**src/rtl/wsl_pkg.sv**
```systemverilog
package wsl_pkg;

    localparam logic [31:0] OPC_MASK  = 32'hBF3F_FC00;
    localparam logic [31:0] OPC_VALUE = 32'h2E21_3800;

    typedef enum logic [1:0] {
        SZ_BYTE = 2'b00,
        SZ_HALF = 2'b01,
        SZ_WORD = 2'b10,
        SZ_RSVD = 2'b11
    } esize_e;

    typedef struct packed {
        logic       hit;
        logic       undef;
        logic       upper;
        esize_e     size;
        logic [4:0] rd;
        logic [4:0] rn;
    } dec_t;

    typedef struct packed {
        logic       valid;
        logic       hit;
        logic       undef;
        logic [4:0] rd;
        logic [4:0] rn;
    } ctl_t;

    function automatic dec_t decode_word(input logic [31:0] w);
        dec_t d;
        logic fixed_ok;
        fixed_ok = ((w & OPC_MASK) == OPC_VALUE);
        d.size   = esize_e'(w[23:22]);
        d.upper  = w[30];
        d.rd     = w[4:0];
        d.rn     = w[9:5];
        d.hit    = fixed_ok && (d.size != SZ_RSVD);
        d.undef  = fixed_ok && (d.size == SZ_RSVD);
        return d;
    endfunction

endpackage

```
**src/rtl/wsl_decode.sv**
```systemverilog
module wsl_decode
    import wsl_pkg::*;
(
    input  logic [31:0] word,
    output dec_t        dec
);
    always_comb begin
        dec = decode_word(word);
    end
endmodule

```
**src/rtl/wsl_widen.sv**
```systemverilog
module wsl_widen #(
    parameter int DATA_W = 128,
    parameter int ESIZE  = 8
) (
    input  logic [DATA_W/2-1:0] half,
    output logic [DATA_W-1:0]   wide
);
    localparam int HALF_W = DATA_W / 2;
    localparam int LANES  = HALF_W / ESIZE;
    localparam int LANE_W = 2 * ESIZE;

    for (genvar e = 0; e < LANES; e++) begin : g_lane
        assign wide[e*LANE_W +: LANE_W] = {half[e*ESIZE +: ESIZE], {ESIZE{1'b0}}};
    end
endmodule

```
**src/rtl/wsl_outreg.sv**
```systemverilog
module wsl_outreg
    import wsl_pkg::*;
#(
    parameter int DATA_W = 128
) (
    input  logic              clk,
    input  logic              rst,
    input  logic              take,
    input  ctl_t              ctl_in,
    input  logic [DATA_W-1:0] res_in,
    output ctl_t              ctl_q,
    output logic [DATA_W-1:0] res_q
);
    always_ff @(posedge clk) begin
        if (rst) begin
            ctl_q <= '0;
            res_q <= '0;
        end else if (take) begin
            ctl_q <= ctl_in;
            res_q <= res_in;
        end else begin
            ctl_q.valid <= 1'b0;
        end
    end
endmodule

```
**src/rtl/wsl_unit.sv**
```systemverilog
module wsl_unit
    import wsl_pkg::*;
#(
    parameter int DATA_W     = 128,
    parameter int BASE_ESIZE = 8,
    parameter int NUM_SIZES  = 3
) (
    input  logic              clk,
    input  logic              rst,
    input  logic              in_strobe,
    input  logic [31:0]       insn,
    input  logic [DATA_W-1:0] src,
    output logic              out_valid,
    output logic              out_match,
    output logic              out_undef,
    output logic [4:0]        out_dest,
    output logic [4:0]        out_srcidx,
    output logic [DATA_W-1:0] out_result
);
    localparam int HALF_W = DATA_W / 2;

    dec_t              dec;
    logic [HALF_W-1:0] half_sel;
    logic [DATA_W-1:0] wide_arr [NUM_SIZES];
    logic [DATA_W-1:0] res_next;
    ctl_t              ctl_next;
    ctl_t              ctl_q;

    wsl_decode u_dec (
        .word (insn),
        .dec  (dec)
    );

    assign half_sel = dec.upper ? src[DATA_W-1:HALF_W] : src[HALF_W-1:0];

    for (genvar k = 0; k < NUM_SIZES; k++) begin : g_size
        wsl_widen #(
            .DATA_W (DATA_W),
            .ESIZE  (BASE_ESIZE << k)
        ) u_widen (
            .half (half_sel),
            .wide (wide_arr[k])
        );
    end

    always_comb begin
        res_next = '0;
        for (int k = 0; k < NUM_SIZES; k++) begin
            if (dec.hit && (int'(dec.size) == k)) begin
                res_next = wide_arr[k];
            end
        end
    end

    always_comb begin
        ctl_next.valid = 1'b1;
        ctl_next.hit   = dec.hit;
        ctl_next.undef = dec.undef;
        ctl_next.rd    = dec.rd;
        ctl_next.rn    = dec.rn;
    end

    wsl_outreg #(.DATA_W(DATA_W)) u_out (
        .clk    (clk),
        .rst    (rst),
        .take   (in_strobe),
        .ctl_in (ctl_next),
        .res_in (res_next),
        .ctl_q  (ctl_q),
        .res_q  (out_result)
    );

    assign out_valid  = ctl_q.valid;
    assign out_match  = ctl_q.hit;
    assign out_undef  = ctl_q.undef;
    assign out_dest   = ctl_q.rd;
    assign out_srcidx = ctl_q.rn;
endmodule

```
**config.mk**
```make
export PLATFORM = sky130hd
export DESIGN_NAME = wsl_unit
export DESIGN_NICKNAME = d
export VERILOG_FILES = /design/src/rtl/wsl_pkg.sv /design/src/rtl/wsl_decode.sv /design/src/rtl/wsl_widen.sv /design/src/rtl/wsl_outreg.sv /design/src/rtl/wsl_unit.sv
export SDC_FILE = /design/constraint.sdc
export NUM_CORES = 1
export LEC_CHECK = 0
export BUFFER_PORTS_ARGS = -buffer_cell sky130_fd_sc_hd__buf_2
export CORE_MARGIN = 3
export CORE_UTILIZATION = 40
export CTS_CLUSTER_DIAMETER = 40
export DETAILED_ROUTE_END_ITERATION = 10
export PLACE_DENSITY = 0.78
export SLEW_MARGIN = 5
export SYNTH_ARGS = -nofsm -noshare
export SYNTH_HDL_FRONTEND = slang
export SYNTH_SLANG_ARGS = --single-unit
export TNS_END_PERCENT = 1
```
**constraint.sdc**
```tcl
create_clock -name clk -period 2.1 [get_ports clk]
set_input_delay 0.21 -clock clk [delete_from_list [all_inputs] [get_ports clk]]
set_output_delay 0.21 -clock clk [all_outputs]
set_load 0.05 [all_outputs]
```
==> flow_metrics.tcl, run 1 <==
set metrics [dict create \
    period_needed_ps 1490 \
    routedWlPerCell_um 17.2 \
    die_h_um 123 \
    dpl.hpwl_mm 13.9 \
    sw_frac_of_total_pct 25.1 \
    cts_buffers 17 \
    grt_overflow 0 \
    crit_family "simple AND/OR/NAND/NOR gates" \
    core_area_um2 13300 \
    critPathLaunchType "input port" \
    synth_top_area_cell "dfxtp_1" \
    p_per_area_nw_per_um2 754 \
    path_cells "buf_2 -> or4b_1 -> nor4b_2 -> buf_4 -> nand2_1 -> o21ai_0" \
    diodes 0 \
    grt_setup_unrepaired "no" \
    root_buffer "clkbuf_16" \
    final_cell_mix "286 x buf_2, 125 x dfxtp_1, 95 x nand2_1, 54 x nor2_1, 52 x mux2i_1" \
    hold_viol 0 \
    fmax_mhz 673 \
    grtUsageTotal_pct 23.5 \
    path_max_fanout 12 \
    ir_worst_vdd_uv 552 \
    p_leak_nw 3.65 \
    h-tree-depth 4 \
    viasPerCell 5.21 \
    cts.sinks 125 \
    crit_required_ps 2430 \
    cts_hold_buffers 0 \
    worstSetupEndpointType "flip-flop" \
    antenna_found_initial 0 \
    vias 5637 \
    nNetsFinal 1056 \
    clk_pin_slew_ps 50 \
    slowest_delay_ps 630 \
    grt_pass1_vias 5296 \
    p_clk_share_pct 47.6 \
    tns_ps 0 \
    crit_type "input port to flip-flop" \
    cts_resized 0 \
    dr.pass1.iters 5 \
    grt_max_degree 67 \
    hold_depth 3 \
    cap_violations 0 \
    synthTopCellsByArea "dfxtp_1 46%, mux2i_1 9.5%, nand2_1 6.5%, mux2_2 4.5%, a32oi_1 4.3%" \
    routed_wirelength_mm 18.6 \
    synth_edf_count 0 \
    yosysSeqAreaShare_pct 45.6 \
    drv_slew 0 \
    drc 0 \
    place.gp.congestion 0.778 \
    num_rows 42 \
    holdCritPathClass "input port to flip-flop" \
    initial_core_util_pct 41.1 \
    critPathArrivalTime_ps 1820 \
    async_reset_ff_share_pct 0 \
    post-route-period-util_pct 70.8 \
    grt_pass1_wl_mm 27.4 \
    synth_top_area_share_pct 45.6 \
    syn_area_per_cell_um2 9.02 \
    ys_ff_latch 125 \
    mostFrequentLayoutCell "buf_2" \
    critPathBufInv 2 \
    drive_gt1_share_pct 42.3 \
    clock_latency_ps 410 \
    yosys_warnings 0 \
    crit_cells 6 \
    drtAntennaViolNets 0 \
    synth.distinct_cells 42 \
    port_buffers 287 \
    die_w_um 123 \
    cts_tree "done" \
    p_int_w 0.00433 \
    combPwrFrac_pct 11.0 \
    finClkSkew_ps 0 \
    status "complete, no violations" \
    worstMarginPinSlew_ps 1150 \
    post-route-util_pct 57.5 \
    r2r_cells 2 \
    max_slew_margin_pct 23.1 \
    drt_iter0_drc 330 \
    cts_buffer_depth 2 \
    die_area_um2 15200 \
    pwr-share-seq_pct 41.4 \
    synthCells 609 \
    postCtsSetupBuffers 0 \
    synthFlopType "dfxtp_1" \
    io-pin-count 304 \
    syn_area_um2 5490 \
    p_switching_w 0.00145 \
    syn_to_final_growth_pct 39.9 \
    setup_viol 0 \
    crit_path_top_delay_cell "or4b_1" \
]
through the flow:
step	worst slack [ps]	total power (W)	hold slack (ps)	instance area [um^2]	instances
after detailed placement	201	0.00309	439	7120	1050
after global placement	285	0.00308	430	7120	1050
after global routing	488	0.00598	51.3	7680	1082
after CTS	635	0.00583	16.0	7680	1082
after floorplan	432	0.00285	357	5550	624
final	614	0.00579	30.7	7680	1082
cells by family after synthesis:
logic type / share of synthesized area [%]
AO/OA/AOI/OAI: 14.7
XOR/XNOR: 0.160
buffers and inverters: 6.13
flip-flops: 45.6
multiplexers: 14.0
other: 0.0683
AND/OR/NAND/NOR: 19.3
tightest hold or removal path, delay by kind of cell:
kind	cells	cell delay (ps)
simple gates	1	70
buf+inv	1	70
mux	1	50
power by group through the flow:
| stage | registers [W] | clock network, W | logic, W |
|---|---|---|---|
| 2_1_floorplan | 0.00251 | 0 | 0.000340 |
| 3_3_place_gp | 0.00245 | 0 | 0.000631 |
| 3_5_place_dp | 0.00245 | 0 | 0.000636 |
| 4_1_cts | 0.00240 | 0.00279 | 0.000639 |
| 5_1_grt | 0.00240 | 0.00289 | 0.000685 |
| 6_report | 0.00240 | 0.00275 | 0.000635 |
cell usage after synthesis, types with 5 or more instances:
cell type and count:
o21ai_1 6, a32o_1 6, a31oi_1 5, mux2_2 22, buf_2 8, nand4_1 7, mux2i_1 52, clkbuf_1 33
buf_4 18, a21oi_1 29, nor2_1 55, nand2_1 95, o21ai_0 42, dfxtp_1 125, nand3_1 29, a32oi_1 27
nand3b_1 11
path summary, 6_finish.rpt:
| kind | start | endpoint | slack, ps |
|---|---|---|---|
| setup / recovery | insn[19] | u_out.res_q[94] | 610 |
| hold / removal | insn[9] | u_out.ctl_q[4] | 30 |
| setup reg to reg | u_out.res_q[111] | u_out.res_q[111] | 1400 |
| hold reg to reg | u_out.res_q[114] | u_out.res_q[114] | 450 |
sequential cells by signal, indices dropped and copies added (netlist names):
name,count
u_out.res_q,112
u_out.ctl_q,13
routing by layer:
layer / wire length [um] / GRT usage [%] / up-vias
met2: 9640 / 42.0 / 269
met3: 1680 / 8.87 / 25
met4: 258 / 7.13 / 0
met5: 0 / 0 / -
li1: - / - / 2707
met1: 7070 / 25.8 / 2636
cell type report:
cell class	instances	area, um^2
Clock buffer	20	467
Clock inverter	12	95.1
Fill cell	1237	5670
Inverter	2	7.51
Multi-Input combinational cell	434	2720
Sequential cell	125	2500
Tap cell	176	220
Timing Repair Buffer	313	1670
Note: power is estimated with default switching activity, not from simulation.
==> run 2: changes to the inputs <==
--- a/config.mk
+++ b/config.mk
@@ -10,7 +10,7 @@
 export CORE_UTILIZATION = 40
 export CTS_CLUSTER_DIAMETER = 40
 export DETAILED_ROUTE_END_ITERATION = 10
-export PLACE_DENSITY = 0.78
+export PLACE_DENSITY = 0.81
 export SLEW_MARGIN = 5
 export SYNTH_ARGS = -nofsm -noshare
 export SYNTH_HDL_FRONTEND = slang
==> constraint.sdc (replaced) <==
create_clock -name clk -period 1.2 [get_ports clk]
set_input_delay 0.12 -clock clk [delete_from_list [all_inputs] [get_ports clk]]
set_output_delay 0.12 -clock clk [all_outputs]
set_load 0.05 [all_outputs]
==> run 2 against run 1 <==
Utilization grew 8.1 points; the flow now finishes with violations (setup timing); clock-buffer cell count up 5; power grew 95%; sequential power rose by 75%; clock power increased by 110%; register-to-register slack worse by 970 ps.
==> flow_metrics.tcl, run 2 (synthesis results as in run 1) <==
set metrics [dict create \
    cap_violations 0 \
    finClkSkew_ps 0 \
    initial_core_util_pct 41.1 \
    vias 6188 \
    r2r-start "u_out.res_q[63]" \
    fin_area_um2 8760 \
    status "finished with violations" \
    clk_pin_slew_ps 50 \
    largest_register_ffs 112 \
    place.gp.congestion 0.826 \
    largest_registers "u_out.res_q: 112 flops, u_out.ctl_q: 13 flops" \
    cts.sinks 125 \
    hold_depth 3 \
    grt_pass1_wl_mm 31.2 \
    p_per_area_nw_per_um2 1290 \
    syn_to_final_growth_pct 59.5 \
    largest_register "u_out.res_q" \
    setup_viol 67 \
    setup_slack_ps -183 \
    worstMarginPinSlew_ps 610 \
    worstSetupEndpointType "flip-flop" \
    drtAntennaViolNets 0 \
    hold_end "u_out.res_q[115]" \
    hold_viol 0 \
    drt_iter0_drc 387 \
    port_buffers 287 \
    cts_buffer_depth 2 \
    crit_type "input port to flip-flop" \
    root_buffer "clkbuf_16" \
    r2r_cells 2 \
    pre_cts_slack_ps -539 \
    critPathArrivalTime_ps 1710 \
    violations "setup timing" \
    crit_required_ps 1530 \
    dr.pass1.iters 9 \
    io-pin-count 304 \
    antenna_found_initial 4 \
    post-route-period-util_pct 115 \
    p_leak_nw 4.15 \
    grt_max_degree 44 \
    period_needed_ps 1380 \
    post-route-util_pct 65.6 \
    routedWlPerCell_um 18.7 \
    place_area_um2 7550 \
    h-tree-depth 4 \
    rr_endpoint "u_out.res_q[63]" \
    num_rows 42 \
    grt_pass1_vias 6196 \
    die_area_um2 15200 \
    routed_wirelength_mm 21.8 \
    p_total_w 0.0113 \
    drc 0 \
    fin_hold_ws_ps 20.9 \
    holdCritPathClass "input port to flip-flop" \
    fmax_mhz 723 \
    max_slew_margin_pct 58.2 \
    cts_buffers 17 \
    grt_setup_unrepaired "yes" \
    clock_latency_ps 410 \
    final_cell_mix "271 x buf_2, 125 x dfxtp_1, 95 x nand2_1, 59 x buf_4, 54 x nor2_1" \
    hp-start "src[51]" \
    core_area_um2 13300 \
    grtUsageTotal_pct 26.7 \
    ir_worst_vdd_uv 991 \
    grt_overflow 0 \
    nNetsFinal 1139 \
    die_h_um 123 \
    dpl.hpwl_mm 14.5 \
    critPathLaunchType "input port" \
    die_w_um 123 \
    cts_tree "done" \
    viasPerCell 5.30 \
    drv_slew 0 \
    mostFrequentLayoutCell "buf_2" \
    path_max_fanout 8 \
    drive_gt1_share_pct 44.9 \
    r2r_slack_ps 430 \
]
run 2: routing by layer:
metal,vias up,routed length [um],GRT usage [%]
met4,2,1010,15.2
li1,2875,-,-
met5,-,13,0
met3,79,2190,9.47
met2,360,10900,45.6
met1,2872,7710,28.4
run 2: worst max path at each step:
stage	startpoint	to	slack (ps)	cells after the start
after floorplan	insn[28]	u_out.res_q[103]	-360	5
after global placement	insn[28]	u_out.res_q[55]	-510	5
after detailed placement	insn[28]	u_out.res_q[111]	-540	6
after CTS	insn[28]	u_out.res_q[36]	-30	6
after global routing	insn[10]	u_out.res_q[120]	-190	6
final	insn[10]	u_out.res_q[120]	-180	6
run 2: critical path: stages:
cell and delay [ps]:
buf_6 90, or4b_4 590, nor3_4 210, nand4_1 250, buf_6 250, o21ai_1 180
run 2: power by group:
part | internal, W | leakage, nW | total, W | switching (W)
registers | 0.00418 | 1.01 | 0.00420 | 0.0000145
logic | 0.000615 | 2.82 | 0.00139 | 0.000774
clock network | 0.00390 | 0.318 | 0.00568 | 0.00179
run 2: cell type report:
class,instances,area [um^2]
diodes,3,7.51
clock buffers,25,495
clock inverters,6,155
fillers,1050,4590
inverters,2,7.51
multi-input cells,434,2830
flip-flops and latches,125,2500
well taps,176,220
repair buffers,396,2550
run 2: repair_timing:
action | in CTS | in global routing
hold buffers | 37 | 0
pin swaps | 6 | 28
hold endpoints to repair | 24 | 0
endpoints found under the setup margin | 69 | 122
gates resized for setup | 26 | 41
buffers inserted | 0 | 1
gates cloned | 0 | 1
run 2: per-stage QoR:
stage	setup TNS, ps	instances
after floorplan	-30020	624
after global placement	-47720	1094
after detailed placement	-50600	1094
after CTS	-218	1162
after global routing	-7450	1167
final	-3810	1167
==> run 3: changes to the inputs <==
--- a/config.mk
+++ b/config.mk
@@ -11,6 +11,7 @@
 export CTS_CLUSTER_DIAMETER = 40
 export DETAILED_ROUTE_END_ITERATION = 10
 export PLACE_DENSITY = 0.81
+export RECOVER_POWER = 100
 export SLEW_MARGIN = 5
 export SYNTH_ARGS = -nofsm -noshare
 export SYNTH_HDL_FRONTEND = slang
==> run 3 against run 2 <==
The run still ends with setup timing left; maximum frequency grew 1.7%; clock-buffer cell count is the same; die area is the same; hold slack gained 0.79 ps; design area is the same.
==> flow_metrics.tcl, run 3 (synthesis results as in run 1) <==
set metrics [dict create \
    worstMarginPinSlew_ps 610 \
    p_int_w 0.00869 \
    syn_to_final_growth_pct 59.5 \
    mostFrequentLayoutCell "buf_2" \
    die_w_um 123 \
    die_h_um 123 \
    drive_gt1_share_pct 44.9 \
    viasPerCell 5.31 \
    combPwrFrac_pct 12.3 \
    largest_register "u_out.res_q" \
    nNetsFinal 1139 \
    crit_required_ps 1530 \
    holdCritPathClass "input port to flip-flop" \
    grt_overflow 0 \
    period_needed_ps 1360 \
    cts_buffer_depth 2 \
    largest_register_ffs 112 \
    worstSetupEndpointType "flip-flop" \
    routed_wirelength_mm 21.8 \
    port_buffers 287 \
    violations "setup timing" \
    cts_buffers 17 \
    root_buffer "clkbuf_16" \
    setup_slack_ps -160 \
    cts_tree "done" \
    hold_viol 0 \
    largest_registers "u_out.res_q: 112 flops, u_out.ctl_q: 13 flops" \
    ir_worst_vdd_uv 991 \
    crit_type "input port to flip-flop" \
    vias 6194 \
    initial_core_util_pct 41.1 \
    fmax_mhz 735 \
    drv_slew 0 \
    p_leak_nw 4.15 \
    pwr-share-seq_pct 37.2 \
    p_total_w 0.0113 \
    critPathArrivalTime_ps 1690 \
    routedWlPerCell_um 18.7 \
    h-tree-depth 4 \
    grt_pass1_wl_mm 31.2 \
    final_cell_mix "271 x buf_2, 125 x dfxtp_1, 95 x nand2_1, 58 x buf_4, 54 x nor2_1" \
    clock_latency_ps 410 \
    die_area_um2 15200 \
    drc 0 \
    max_slew_margin_pct 58.2 \
    num_rows 42 \
    cap_violations 0 \
    place.gp.congestion 0.826 \
    p_clk_share_pct 50.4 \
    status "finished with violations" \
    dr.pass1.iters 9 \
    grtUsageTotal_pct 26.7 \
    critPathLaunchType "input port" \
    clk_pin_slew_ps 50 \
    p_switching_w 0.00258 \
    fin_hold_ws_ps 21.7 \
    post-route-period-util_pct 113 \
    sw_frac_of_total_pct 22.9 \
    core_area_um2 13300 \
    setup_viol 67 \
    cts.sinks 125 \
    grt_setup_unrepaired "yes" \
    antenna_found_initial 4 \
    pre_cts_slack_ps -539 \
    finClkSkew_ps 0 \
    grt_max_degree 44 \
    grt_pass1_vias 6196 \
    drt_iter0_drc 387 \
    path_max_fanout 8 \
    drtAntennaViolNets 0 \
    io-pin-count 304 \
    post-route-util_pct 65.6 \
    dpl.hpwl_mm 14.5 \
    p_per_area_nw_per_um2 1290 \
]
-- run 3: final timing paths --
check / startpoint / endpoint / slack, ps / depth (start not counted)
worst max-delay path: insn[10] / u_out.res_q[120] / -160 / 6
worst min-delay path: src[51] / u_out.res_q[115] / 20 / 3
worst max register to register: u_out.res_q[63] / u_out.res_q[63] / 430 / 2
worst min register to register: u_out.res_q[125] / u_out.res_q[125] / 440 / 2
-- run 3: timing repair --
action                                  in CTS  in global routing
hold endpoints to repair                    24                  0
gates resized for setup                     26                 41
pin swaps                                    6                 28
hold buffers                                37                  0
cloned                                       0                  1
setup buffers                                0                  1
endpoints found under the setup margin      69                122
-- run 3: power groups by stage --
stage | sequential, W | combinational, W | clock (W)
6_report | 0.00420 | 0.00139 | 0.00568
5_1_grt | 0.00420 | 0.00148 | 0.00593
4_1_cts | 0.00420 | 0.00133 | 0.00574
3_5_place_dp | 0.00429 | 0.00123 | 0
3_3_place_gp | 0.00428 | 0.00122 | 0
2_1_floorplan | 0.00439 | 0.000597 | 0
-- run 3: layer usage --
layer  global-route usage [%]  vias to the layer above  wire (um)
li1                         -                     2877          -
met1                     28.4                     2877       7690
met2                     45.6                      361      10900
met3                     9.47                       77       2210
met4                     15.2                        2        969
met5                        0                        -         13
-- run 3: area by class of cell --
type                            count  area [um^2]
Clock inverter                      6          155
Timing Repair Buffer              396         2550
Multi-Input combinational cell    434         2830
Tap cell                          176          220
Clock buffer                       25          495
Inverter                            2         7.51
Fill cell                        1050         4590
Sequential cell                   125         2500
Antenna cell                        3         7.51
-- run 3: metrics by stage --
stage | TNS (ps) | instance area (um^2) | cells
4_1_cts | -218 | 8610 | 1162
2_1_floorplan | -30020 | 5560 | 624
3_3_place_gp | -47720 | 7550 | 1094
5_1_grt | -7450 | 8760 | 1167
6_report | -3390 | 8760 | 1167
3_5_place_dp | -50600 | 7550 | 1094
-- run 3: critical path, stage by stage --
cell     delay, ps
buf_6           90
or4b_4         590
nor3_4         210
nand4_1        240
buf_6          240
o21ai_1        180
